--- src/rtl/pm_pkg.sv ---
package pm_pkg;

    typedef enum logic [2:0] {
        PM_RUN     = 3'd0,
        PM_IDLE    = 3'd1,
        PM_STANDBY = 3'd2,
        PM_HALT    = 3'd3,
        PM_RTCKEEP = 3'd4,
        PM_OFF     = 3'd5
    } pm_mode_e;

    typedef enum logic [2:0] {
        SQ_RUN,
        SQ_ENTER,
        SQ_SLEEP,
        SQ_WAKE,
        SQ_SERVICE
    } pm_seq_e;

    typedef enum logic [1:0] {
        LAT_NONE,
        LAT_SHORT,
        LAT_LONG
    } pm_lat_e;

    typedef struct packed {
        logic clk_cpu;
        logic clk_sub;
        logic clk_aux;
        logic fast_osc;
        logic lfxt;
        logic lowosc;
        logic cpu;
        logic nvm_pwr;
        logic ram_ret;
        logic bkup_ret;
        logic core_pwr;
        logic io_hold;
        logic svs;
        logic bor;
    } pm_en_t;

    function automatic logic code_ok(logic [2:0] code);
        return (code >= 3'd1) && (code <= 3'd5);
    endfunction

    function automatic pm_lat_e lat_class(pm_mode_e m);
        case (m)
            PM_STANDBY, PM_HALT: return LAT_SHORT;
            PM_RTCKEEP, PM_OFF:  return LAT_LONG;
            default:             return LAT_NONE;
        endcase
    endfunction

    function automatic logic loses_core(pm_mode_e m);
        return (m == PM_RTCKEEP) || (m == PM_OFF);
    endfunction

    function automatic pm_en_t mode_enables(pm_mode_e m, logic lf, logic sv);
        pm_en_t e;
        e = '0;
        e.bor = 1'b1;
        case (m)
            PM_RUN: begin
                e = '1;
                e.io_hold = 1'b0;
            end
            PM_IDLE: begin
                e = '1;
                e.io_hold = 1'b0;
                e.cpu = 1'b0;
                e.clk_cpu = 1'b0;
            end
            PM_STANDBY: begin
                e.clk_aux  = 1'b1;
                e.lfxt     = 1'b1;
                e.lowosc   = 1'b1;
                e.ram_ret  = 1'b1;
                e.bkup_ret = 1'b1;
                e.core_pwr = 1'b1;
                e.io_hold  = 1'b1;
                e.svs      = sv;
            end
            PM_HALT: begin
                e.lfxt     = lf;
                e.lowosc   = lf;
                e.ram_ret  = 1'b1;
                e.bkup_ret = 1'b1;
                e.core_pwr = 1'b1;
                e.io_hold  = 1'b1;
                e.svs      = sv;
            end
            PM_RTCKEEP: begin
                e.lfxt     = 1'b1;
                e.lowosc   = lf;
                e.bkup_ret = 1'b1;
                e.io_hold  = 1'b1;
                e.svs      = sv;
            end
            default: begin
                e.io_hold  = 1'b1;
                e.svs      = sv;
            end
        endcase
        return e;
    endfunction

endpackage

--- src/rtl/pm_wake_filter.sv ---
module pm_wake_filter
    import pm_pkg::*;
(
    input  pm_mode_e mode,
    input  logic     irq,
    input  logic     io_wake,
    input  logic     rtc_wake,
    output logic     wake_ok
);
    always_comb begin
        case (mode)
            PM_IDLE, PM_STANDBY: wake_ok = irq | io_wake | rtc_wake;
            PM_RTCKEEP:          wake_ok = io_wake | rtc_wake;
            PM_HALT, PM_OFF:     wake_ok = io_wake;
            default:             wake_ok = 1'b0;
        endcase
    end
endmodule

--- src/rtl/pm_latency_timer.sv ---
module pm_latency_timer #(
    parameter int MAXV = 8400,
    localparam int CW  = $clog2(MAXV + 1)
) (
    input  logic          clk,
    input  logic          rst,
    input  logic          load,
    input  logic [CW-1:0] load_val,
    output logic          done
);
    logic [CW-1:0] cnt_q;

    always_ff @(posedge clk) begin
        if (rst)               cnt_q <= '0;
        else if (load)         cnt_q <= load_val;
        else if (cnt_q != '0)  cnt_q <= cnt_q - 1'b1;
    end

    assign done = (cnt_q == '0);

    // the counter never holds more than the longest latency
    assert_cnt_bound_R5: assert property (@(posedge clk) disable iff (rst)
        cnt_q <= CW'(MAXV));
endmodule

--- src/rtl/pm_enable_reg.sv ---
module pm_enable_reg
    import pm_pkg::*;
(
    input  logic     clk,
    input  logic     rst,
    input  logic     awake_d,
    input  pm_mode_e mode_d,
    input  logic     lf_req,
    input  logic     svs_keep,
    output pm_en_t   en_q,
    output pm_mode_e mode_now_q
);
    always_ff @(posedge clk) begin
        if (rst) begin
            en_q       <= mode_enables(PM_RUN, 1'b0, 1'b0);
            mode_now_q <= PM_RUN;
        end else begin
            en_q       <= mode_enables(awake_d ? PM_RUN : mode_d, lf_req, svs_keep);
            mode_now_q <= awake_d ? PM_RUN : mode_d;
        end
    end
endmodule

--- src/rtl/power_mode_seq.sv ---
module power_mode_seq
    import pm_pkg::*;
#(
    parameter int ENTRY_CYCLES  = 2,
    parameter int LAT_SHORT_CYC = 240,
    parameter int LAT_LONG_CYC  = 8400
) (
    input  logic       clk,
    input  logic       rst,
    input  logic       sleep_req,
    input  logic [2:0] sleep_mode,
    input  logic       irq,
    input  logic       io_wake,
    input  logic       rtc_wake,
    input  logic       isr_return,
    input  logic       ret_to_run,
    input  logic       lf_req,
    input  logic       svs_keep,
    output logic [2:0] mode_now,
    output logic       cpu_en,
    output logic       clk_cpu_en,
    output logic       clk_sub_en,
    output logic       clk_aux_en,
    output logic       fast_osc_en,
    output logic       lfxt_en,
    output logic       lowosc_en,
    output logic       nvm_pwr_en,
    output logic       ram_ret_en,
    output logic       bkup_ret_en,
    output logic       core_pwr_en,
    output logic       io_hold,
    output logic       svs_en,
    output logic       bor_en,
    output logic       core_rst,
    output logic       isr_active
);
    localparam int MAX_A  = (ENTRY_CYCLES > LAT_SHORT_CYC) ? ENTRY_CYCLES : LAT_SHORT_CYC;
    localparam int CNT_MX = (MAX_A > LAT_LONG_CYC) ? MAX_A : LAT_LONG_CYC;
    localparam int CW     = $clog2(CNT_MX + 1);

    pm_seq_e  st_q, st_d;
    pm_mode_e mode_q, mode_d, mode_now_q;
    logic     pend_q, pend_d;
    logic     rst_pulse_q, rst_pulse_d;
    logic     svc_q;
    logic     wake_ok, t_load, t_done;
    logic [CW-1:0] t_val;
    pm_en_t   en_q;

    pm_wake_filter u_filter (
        .mode     (mode_q),
        .irq      (irq),
        .io_wake  (io_wake),
        .rtc_wake (rtc_wake),
        .wake_ok  (wake_ok)
    );

    pm_latency_timer #(.MAXV(CNT_MX)) u_timer (
        .clk      (clk),
        .rst      (rst),
        .load     (t_load),
        .load_val (t_val),
        .done     (t_done)
    );

    always_comb begin
        st_d        = st_q;
        mode_d      = mode_q;
        pend_d      = pend_q;
        rst_pulse_d = 1'b0;
        t_load      = 1'b0;
        t_val       = '0;
        case (st_q)
            SQ_RUN: begin
                if (sleep_req && code_ok(sleep_mode)) begin
                    st_d   = SQ_ENTER;
                    mode_d = pm_mode_e'(sleep_mode);
                    pend_d = 1'b0;
                    t_load = 1'b1;
                    t_val  = CW'(ENTRY_CYCLES - 1);
                end
            end
            SQ_ENTER: begin
                if (wake_ok) pend_d = 1'b1;
                if (t_done)  st_d   = SQ_SLEEP;
            end
            SQ_SLEEP: begin
                if (pend_q || wake_ok) begin
                    pend_d = 1'b0;
                    case (lat_class(mode_q))
                        LAT_SHORT: begin
                            st_d   = SQ_WAKE;
                            t_load = 1'b1;
                            t_val  = CW'(LAT_SHORT_CYC - 1);
                        end
                        LAT_LONG: begin
                            st_d   = SQ_WAKE;
                            t_load = 1'b1;
                            t_val  = CW'(LAT_LONG_CYC - 1);
                        end
                        default: st_d = SQ_SERVICE;
                    endcase
                end
            end
            SQ_WAKE: begin
                if (t_done) begin
                    if (loses_core(mode_q)) begin
                        st_d        = SQ_RUN;
                        rst_pulse_d = 1'b1;
                    end else begin
                        st_d = SQ_SERVICE;
                    end
                end
            end
            SQ_SERVICE: begin
                if (isr_return) st_d = ret_to_run ? SQ_RUN : SQ_SLEEP;
            end
            default: st_d = SQ_RUN;
        endcase
    end

    always_ff @(posedge clk) begin
        if (rst) begin
            st_q        <= SQ_RUN;
            mode_q      <= PM_RUN;
            pend_q      <= 1'b0;
            rst_pulse_q <= 1'b0;
            svc_q       <= 1'b0;
        end else begin
            st_q        <= st_d;
            mode_q      <= mode_d;
            pend_q      <= pend_d;
            rst_pulse_q <= rst_pulse_d;
            svc_q       <= (st_d == SQ_SERVICE);
        end
    end

    pm_enable_reg u_enreg (
        .clk        (clk),
        .rst        (rst),
        .awake_d    ((st_d == SQ_RUN) || (st_d == SQ_SERVICE)),
        .mode_d     (mode_d),
        .lf_req     (lf_req),
        .svs_keep   (svs_keep),
        .en_q       (en_q),
        .mode_now_q (mode_now_q)
    );

    assign mode_now    = mode_now_q;
    assign cpu_en      = en_q.cpu;
    assign clk_cpu_en  = en_q.clk_cpu;
    assign clk_sub_en  = en_q.clk_sub;
    assign clk_aux_en  = en_q.clk_aux;
    assign fast_osc_en = en_q.fast_osc;
    assign lfxt_en     = en_q.lfxt;
    assign lowosc_en   = en_q.lowosc;
    assign nvm_pwr_en  = en_q.nvm_pwr;
    assign ram_ret_en  = en_q.ram_ret;
    assign bkup_ret_en = en_q.bkup_ret;
    assign core_pwr_en = en_q.core_pwr;
    assign io_hold     = en_q.io_hold;
    assign svs_en      = en_q.svs;
    assign bor_en      = en_q.bor;
    assign core_rst    = rst_pulse_q;
    assign isr_active  = svc_q;

    // the saved depth does not move outside the running state
    assert_req_ignored_R2: assert property (@(posedge clk) disable iff (rst)
        (st_q != SQ_RUN) |=> (mode_q == $past(mode_q)));

    // an event seen during entry is kept
    assert_entry_latch_R3: assert property (@(posedge clk) disable iff (rst)
        (st_q == SQ_ENTER && wake_ok) |=> pend_q);

    // a kept event leaves the sleep state at once
    assert_pend_served_R3: assert property (@(posedge clk) disable iff (rst)
        (st_q == SQ_SLEEP && pend_q) |=> (st_q != SQ_SLEEP));

    // halt ignores every event but I/O
    assert_halt_io_only_R4: assert property (@(posedge clk) disable iff (rst)
        (st_q == SQ_SLEEP && !pend_q && mode_q == PM_HALT && !io_wake) |=> (st_q == SQ_SLEEP));

    // core reset is a single-cycle pulse
    assert_rst_pulse_R7: assert property (@(posedge clk) disable iff (rst)
        core_rst |=> !core_rst);

    // core reset comes only with the CPU back on after a deep depth
    assert_rst_deep_R7: assert property (@(posedge clk) disable iff (rst)
        core_rst |-> (cpu_en && loses_core(mode_q)));

    // CPU clock only while the CPU runs
    assert_cpuclk_R8: assert property (@(posedge clk) disable iff (rst)
        clk_cpu_en |-> (cpu_en && mode_now == 3'd0));

    // no core power means nothing volatile in the core is kept
    assert_nopwr_R9: assert property (@(posedge clk) disable iff (rst)
        !core_pwr_en |-> (!ram_ret_en && !nvm_pwr_en && !cpu_en));

    // held I/O never coexists with a running CPU
    assert_hold_R10: assert property (@(posedge clk) disable iff (rst)
        io_hold |-> !cpu_en);
endmodule

--- config.mk ---
export PLATFORM = sky130hd
export DESIGN_NAME = power_mode_seq
export DESIGN_NICKNAME = d
export VERILOG_FILES = /design/src/rtl/pm_pkg.sv /design/src/rtl/pm_wake_filter.sv /design/src/rtl/pm_latency_timer.sv /design/src/rtl/pm_enable_reg.sv /design/src/rtl/power_mode_seq.sv
export SDC_FILE = /design/constraint.sdc
export NUM_CORES = 1
export LEC_CHECK = 0
export BUFFER_PORTS_ARGS = -buffer_cell sky130_fd_sc_hd__buf_4
export CAP_MARGIN = 30
export CORE_MARGIN = 8
export CORE_UTILIZATION = 55
export DETAILED_ROUTE_END_ITERATION = 10
export GPL_TIMING_DRIVEN = 0
export PLACE_DENSITY = 0.82
export SLEW_MARGIN = 5
export SYNTH_ARGS = -nofsm -noshare
export SYNTH_HDL_FRONTEND = slang
export SYNTH_SLANG_ARGS = --single-unit
--- constraint.sdc ---
create_clock -name clk -period 2.1 [get_ports clk]
set_clock_uncertainty 0.1 [all_clocks]
set_input_delay 0.42 -clock clk [delete_from_list [all_inputs] [get_ports clk]]
set_output_delay 0.42 -clock clk [all_outputs]
set_load 0.005 [all_outputs]
* Word-level counts from Yosys, hierarchy flattened *
Index checks and enable logic that the tools add are counted.

operators by class
  add/subtract/negate cells = 1
  multipliers = 0
  div/mod/pow operators = 0
  magnitude comparators = 2
  equal/unequal tests = 19
  shift operators = 0
  mux-type cells = 38
  bitwise operators = 5
  reductions and logical operators = 24

operators with widths
  operator               number
  $pmux 14 s2            2
  $mux 14                3
  $mux 3                 10
  $eq 3x2->1 const B     6
  $eq 3x3->1 const B     5
  $pmux 3 s5             1
  $logic_not 14->1       1
  $reduce_bool 14->1     1
  $sub 14x1->14 const B  1
  $mux 1                 12
  $reduce_or 2->1        6
  $eq 3x1->1 const B     3
  $logic_not 3->1        3
  $reduce_or 3->1        3
  $mux 2                 4
  $pmux 2 s2             2
  $ne 2x2->1 const B     3
  $pmux 1 s3             2
  $pmux 2 s3             1
  $reduce_or 5->1        1
  $reduce_and 4->1       1
  $reduce_or 4->1        1
  $ge 3x1->1 const B     1
  $le 3x3->1 const B     1
  9 further kinds        15

word-level totals
  bits in registers = 37
  latch bits = 0
  bits in writable memories = 0
  ROM bits = 0
  input bits = 13
  output and inout bits = 19
  logic and storage cells = 107
  memories = 0

* Logic depth before layout (Yosys ltp) *
  word-level depth = 17
  depth in mapped cells = 8
  mapped depth without buffers = 7

* Hierarchy *
From an unflattened synthesis, not the netlist that was laid out.

unflattened totals
  cells, all modules = 216
  area total of the unflattened synthesis = 1868.0 um2

by module, submodules not included
  module            times used  cells each  area each (um2)  seq. area each (um2)
  pm_latency_timer  1           109         887.1            280.3
  power_mode_seq    1           61          521.8            180.2
  pm_enable_reg     1           40          412.9            240.2
  pm_wake_filter    1           6           46.3             0.0

* Worst setup path before layout *
OpenSTA, ideal clock, no wires.

  path type = input port to flip-flop
  start = in sleep_mode[1]
  end = reg, netlist name u_enreg.en_q[8]
  library setup time = 0.122 ns
  arrival time = 1.733 ns
  data required time = 1.878 ns
  slack = 0.145 ns
  stages on the path = 5
  buffers on the path = 0
  cell sequence = or3_4 > nand3_2 > mux2_2 > or2_0 > a221o_1

between the ends
  cells in the longest elaborated chain, start to end = 11
  elaborated cells between the ends (all ways) = 19
  those cells by class = order compare (2); eq/ne (5); mux (6); reduce/logical (6)

ends and longest elaborated chain
  item                                           RTL line               source
  start, declared                                power_mode_seq.sv:11   input logic [2:0] sleep_mode,
  $ge 3x1->1 or $le 3x3->1 (tied branches)       pm_pkg.sv:44           return (code >= 3'd1) && (code <= 3'd5);
  $logic_and 1x1->1                              pm_pkg.sv:44
  $logic_and 1x1->1                              power_mode_seq.sv:75   if (sleep_req && code_ok(sleep_mode)) begin
  $mux 3                                         power_mode_seq.sv:75
  $pmux 3 s5                                     power_mode_seq.sv:73   case (st_q)
  $eq 3x3->1 or $logic_not 3->1 (tied branches)  power_mode_seq.sv:141  .awake_d ((st_d == SQ_RUN) || (st_d == SQ_SERVICE)),
  $logic_or 1x1->1                               power_mode_seq.sv:141
  $mux 3 *                                       -
  $eq 3x1->1, or another cell as far along       pm_pkg.sv:63           case (m)
  $reduce_or 3->1 (no line)                      -
  $pmux 2 s3 *                                   pm_pkg.sv:63

Every way passes the cells marked *; elsewhere a longest branch is shown, timed or not.
A chain may end at the register's enable or synchronous reset.

* Worst setup path in the final report *
  start = reg mode_q[2]
  end = reg u_timer.cnt_q[5]

between the ends
  cells in the longest elaborated chain, start to end = 11
  elaborated cells between the ends (all ways) = 25
  those cells by class = eq/ne (7); mux (11); reduce/logical (7)

ends and longest elaborated chain
  item                                          RTL line                            source
  start, declared                               power_mode_seq.sv:42                pm_mode_e mode_q, mode_d, mode_now_q;
  start signal, assigned                        power_mode_seq.sv:131               mode_q <= mode_d;
  $eq 3x3->1 or $eq 3x2->1 (tied branches)      pm_pkg.sv:48, pm_wake_filter.sv:11
  $reduce_or 2->1                               pm_pkg.sv:48                        case (m)
  $pmux 2 s2                                    pm_pkg.sv:48
  $mux 2                                        power_mode_seq.sv:88                if (pend_q || wake_ok) begin
  $mux 2                                        power_mode_seq.sv:73
  $eq 2x2->1 or $eq 2x1->1 (tied branches)      power_mode_seq.sv:90                case (lat_class(mode_q))
  $reduce_or 2->1 (no line)                     -
  $mux 1                                        power_mode_seq.sv:90
  $mux 1                                        power_mode_seq.sv:88
  $pmux 1 s2                                    power_mode_seq.sv:73
  $mux 14 or $reduce_bool 2->1 (tied branches)  -
  end signal, assigned                          pm_latency_timer.sv:15              else if (load) cnt_q <= load_val;
  end signal, assigned                          pm_latency_timer.sv:16              else if (cnt_q != '0) cnt_q <= cnt_q - 1'b1;
  end, declared                                 pm_latency_timer.sv:11              logic [CW-1:0] cnt_q;

Several ways; a longest one is shown, not always the timed one. The select of a mux whose other input is x is not followed.

==> impl_summary.log <==
INFO  metric arrival = 2.14 ns
INFO  metric post-dp-hpwl = 3210 um
INFO  metric req_time_crit_path = 2.23 ns
INFO  metric place.detailed.instances = 293
INFO  metric floorplan.die.height = 74.9 um
INFO  metric clock_insertion_delay_worst_skew = 0.36 ns
INFO  metric die_width = 74.9 um
INFO  metric timing.critical_path.from_type = flop
INFO  metric synth.ff_latch_count = 35
INFO  metric hold-path-endpoint = u_enreg.en_q[1]
INFO  metric cts.sinks = 35
INFO  metric rows = 21
INFO  metric ys_types = 59
INFO  metric power_report.internal_total = 1600 uW
INFO  metric max_slew_vio_count = 0
INFO  metric pwr-share-seq = 34.1%
INFO  metric synth_area_leaders = sky130_fd_sc_hd__dfxtp_1 (37%), sky130_fd_sc_hd__a21oi_1 (5.0%), sky130_fd_sc_hd__nand2_1 (3.9%)
INFO  metric total_count_of_hold_check_failures_in_the_final_report = 0
INFO  metric synthDominantAreaCellType = sky130_fd_sc_hd__dfxtp_1
INFO  metric nFillCells = 281
INFO  metric totalPowerFinal = 2750 uW
INFO  metric io_pins = 32
INFO  metric clock_power_share = 13.9%
INFO  metric stdcell_area = 2300 um^2
INFO  metric placeable_core_region = 3340 um^2
INFO  metric yosysSeqAreaShare = 36.7%
INFO  metric grt_max_degree = 13
INFO  metric synth.mux.area_fraction = 1.18%
INFO  metric drt-pass1-iter-count = 4
INFO  metric number_of_buffers_created_by_cts = 5
INFO  metric synth_top_flop_cell = sky130_fd_sc_hd__dfxtp_1
INFO  metric layoutNonFillerInstCount = 304
INFO  metric timing.critical_path.fanout_max = 9
INFO  metric yosysTopAreaCellShare = 36.7%
INFO  metric worst_hold_path.num_cells = 2
INFO  metric grt_first_pass_wirelength = 7470 um
INFO  metric drc_viols = 0
INFO  metric power.leakage = 0.000868 uW
INFO  metric post_synth.cell_area_avg = 8.80 um^2
INFO  metric synth_compound_area_share = 23.1%
INFO  metric first_global_vias = 1619
INFO  metric max_cap_violation_count = 0
INFO  metric synthesis.nets = 234
INFO  metric clk_root_buffer_cell = sky130_fd_sc_hd__clkbuf_4
INFO  metric netlist_instances = 217
INFO  metric wl_per_cell = 15.2 um
INFO  metric hold_path_class = in -> reg
INFO  metric worst_r2r_setup_slack = 0.09 ns
INFO  metric avgViaCountPerCell = 5.70
INFO  metric clk_pin_slew = 0.12 ns
INFO  metric area_growth_syn_to_layout = 20.5%
INFO  metric port-buffer-count = 30
INFO  metric synth_top_family_by_area = simple AND/OR/NAND/NOR gates
INFO  metric synthTopCellsByCount = sky130_fd_sc_hd__dfxtp_1 (35), sky130_fd_sc_hd__nand2_1 (20), sky130_fd_sc_hd__a21oi_1 (19)
INFO  metric start_util = 57.3%
INFO  metric switching_share = 42.1%
INFO  metric worst-setup-path-type = reg -> reg
INFO  metric endpoint_kind = flop
INFO  metric post_dp_cell_area = 2190 um^2
INFO  metric synth-warning-count = 0
INFO  metric grt_util_all_layers = 17.5%
INFO  metric vias = 1733
INFO  metric worstMarginPinSlew = 0.576 ns
INFO  metric achievable-frequency = 498 MHz
INFO  metric share_comb_of_total_power = 52.0%
INFO  metric critical_path.reg2reg.startpoint = mode_q[2]
INFO  metric regToRegEndpoint = u_timer.cnt_q[5]
INFO  metric setup_violations = 0
INFO  metric number_of_synthesized_flops_with_an_enable_pin = 0
INFO  metric fin_crit_sh = 95.7%
INFO  metric globalplace.congestion = 0.882
INFO  metric slew_headroom = 61.6%
INFO  metric grt_antenna_before_repair = 0
INFO  metric drt-initial-drc-count = 121
INFO  metric final_util = 69.0%
INFO  metric overflow = 0
INFO  metric clock_tree_from_tritoncts = yes
INFO  metric min_period = 2.01 ns
INFO  metric drive_above_1_share = 30.6%
INFO  metric worst_vdd_rail_ir_drop = 0.485 mV
INFO  metric nNetsFinal = 274
INFO  metric yosys.cell_count.top_type = sky130_fd_sc_hd__dfxtp_1
INFO  metric whs = 0.148 ns
INFO  metric wirelength = 4630 um
INFO  metric syn-cell-area = 1910 um^2
INFO  metric synthAdderAreaFrac = 2.62%
INFO  metric power_density = 1200 nW/um^2
INFO  metric run_status = finished, final reports clean
INFO  metric clk_path_buf_depth = 2
INFO  metric ys_async_sr_fraction = 0%
INFO  metric min-delay-start = svs_keep
INFO  metric synth-simple-area-share = 25.7%
INFO  metric synth_xor_xnor_area_share = 4.13%
INFO  metric design.die.area = 5620 um^2
INFO  metric worst_r2r_path_depth = 5
INFO  metric clock_tree.htree_level_count = 2
INFO  metric drtAntennaViolNets = 0
INFO  metric antenna_cells = 0
INFO  metric switchingPower = 1160 uW
[registers in the layout (all words and copies together), names as in the netlist]
signal and flops:
pend_q 1, u_timer.cnt_q 14, mode_q 3, u_enreg.en_q 9, st_q 3, core_rst 1, isr_active 1, u_enreg.mode_now_q 3
[stage by stage]
step	setup slack [ns]	setup TNS [ns]
CTS	0.00222	0
floorplan	0.145	0
global route	-0.0106	-0.0119
finish	0.0911	0
detailed placement	-0.0579	-0.0579
global placement	-0.0540	-0.0684
[cell usage in the layout, fill, tap and decap left out, types with 6 or more instances in the layout]
cell	synthesis	final
sky130_fd_sc_hd__nand2_1	20	20
sky130_fd_sc_hd__dfxtp_1	35	34
sky130_fd_sc_hd__nand3_1	7	7
sky130_fd_sc_hd__buf_4	6	39
sky130_fd_sc_hd__a21oi_1	19	18
sky130_fd_sc_hd__o21ai_0	11	11
sky130_fd_sc_hd__buf_2	6	6
sky130_fd_sc_hd__inv_1	7	7
sky130_fd_sc_hd__xnor2_1	6	6
sky130_fd_sc_hd__nor2_1	16	16
[layout make-up]
type                       count  area [um^2]  area share, %
inverter                       7         26.3           1.14
clock buffer                   5         37.5           1.63
sequential                    35          702           30.5
clock inverter                 3         20.0          0.870
buffer                        16         97.6           4.24
multi-input combinational    159         1110           48.4
timing repair buffer          33          248           10.8
tap                           46         57.6           2.50
[critical path, cell delays in order, from the launching register on]
cell,delay [ns]
sky130_fd_sc_hd__dfxtp_1,0.53
sky130_fd_sc_hd__ha_2,0.40
sky130_fd_sc_hd__or4_1,0.52
sky130_fd_sc_hd__buf_2,0.17
sky130_fd_sc_hd__nand4_1,0.07
sky130_fd_sc_hd__a21oi_1,0.08
[worst max path at each step]
stage                                    to           from  cells after the start
after detailed placement    u_enreg.en_q[8]  sleep_mode[1]                      6
after global placement      u_enreg.en_q[8]  sleep_mode[1]                      6
after CTS                 u_timer.cnt_q[10]      mode_q[1]                      7
after floorplan             u_enreg.en_q[8]  sleep_mode[1]                      5
final                      u_timer.cnt_q[5]      mode_q[2]                      5
after global routing       u_timer.cnt_q[4]      mode_q[2]                      6
[per-layer routing]
layer | up-vias | wire [um] | GRT usage [%]
met1 | 811 | 1940 | 20.4
met3 | 7 | 250 | 5.19
li1 | 872 | - | -
met5 | - | 0 | 0
met2 | 43 | 2360 | 28.1
met4 | 0 | 78 | 8.91
[power by group through the flow]
| stage | clock network (uW) | registers, uW | logic [uW] |
|---|---|---|---|
| 2_1_floorplan | 0 | 917 | 1050 |
| 3_3_place_gp | 0 | 938 | 1290 |
| 3_5_place_dp | 0 | 944 | 1320 |
| 4_1_cts | 386 | 932 | 1350 |
| 5_1_grt | 415 | 957 | 1590 |
| 6_report | 382 | 940 | 1430 |
[logic make-up (layout without fill, tap and decap cells)]
logic type / count (synthesis) / in the layout
muxes: 2 / 2
adders and majority gates: 4 / 4
DFF: 35 / 35
AOI/OAI and AO/OA: 62 / 62
other: 1 / 1
buffers and inverters: 23 / 64
xor gates and xnor gates: 9 / 9
and+or+nand+nor: 81 / 81
[repair_timing]
item,CTS,global route
hold buffers,0,0
resized for setup,1,5
endpoints found under the hold margin,0,0
setup endpoints to repair,1,26
pin swaps,0,1
buffers inserted,0,3
(Power assumes the default switching activity.)
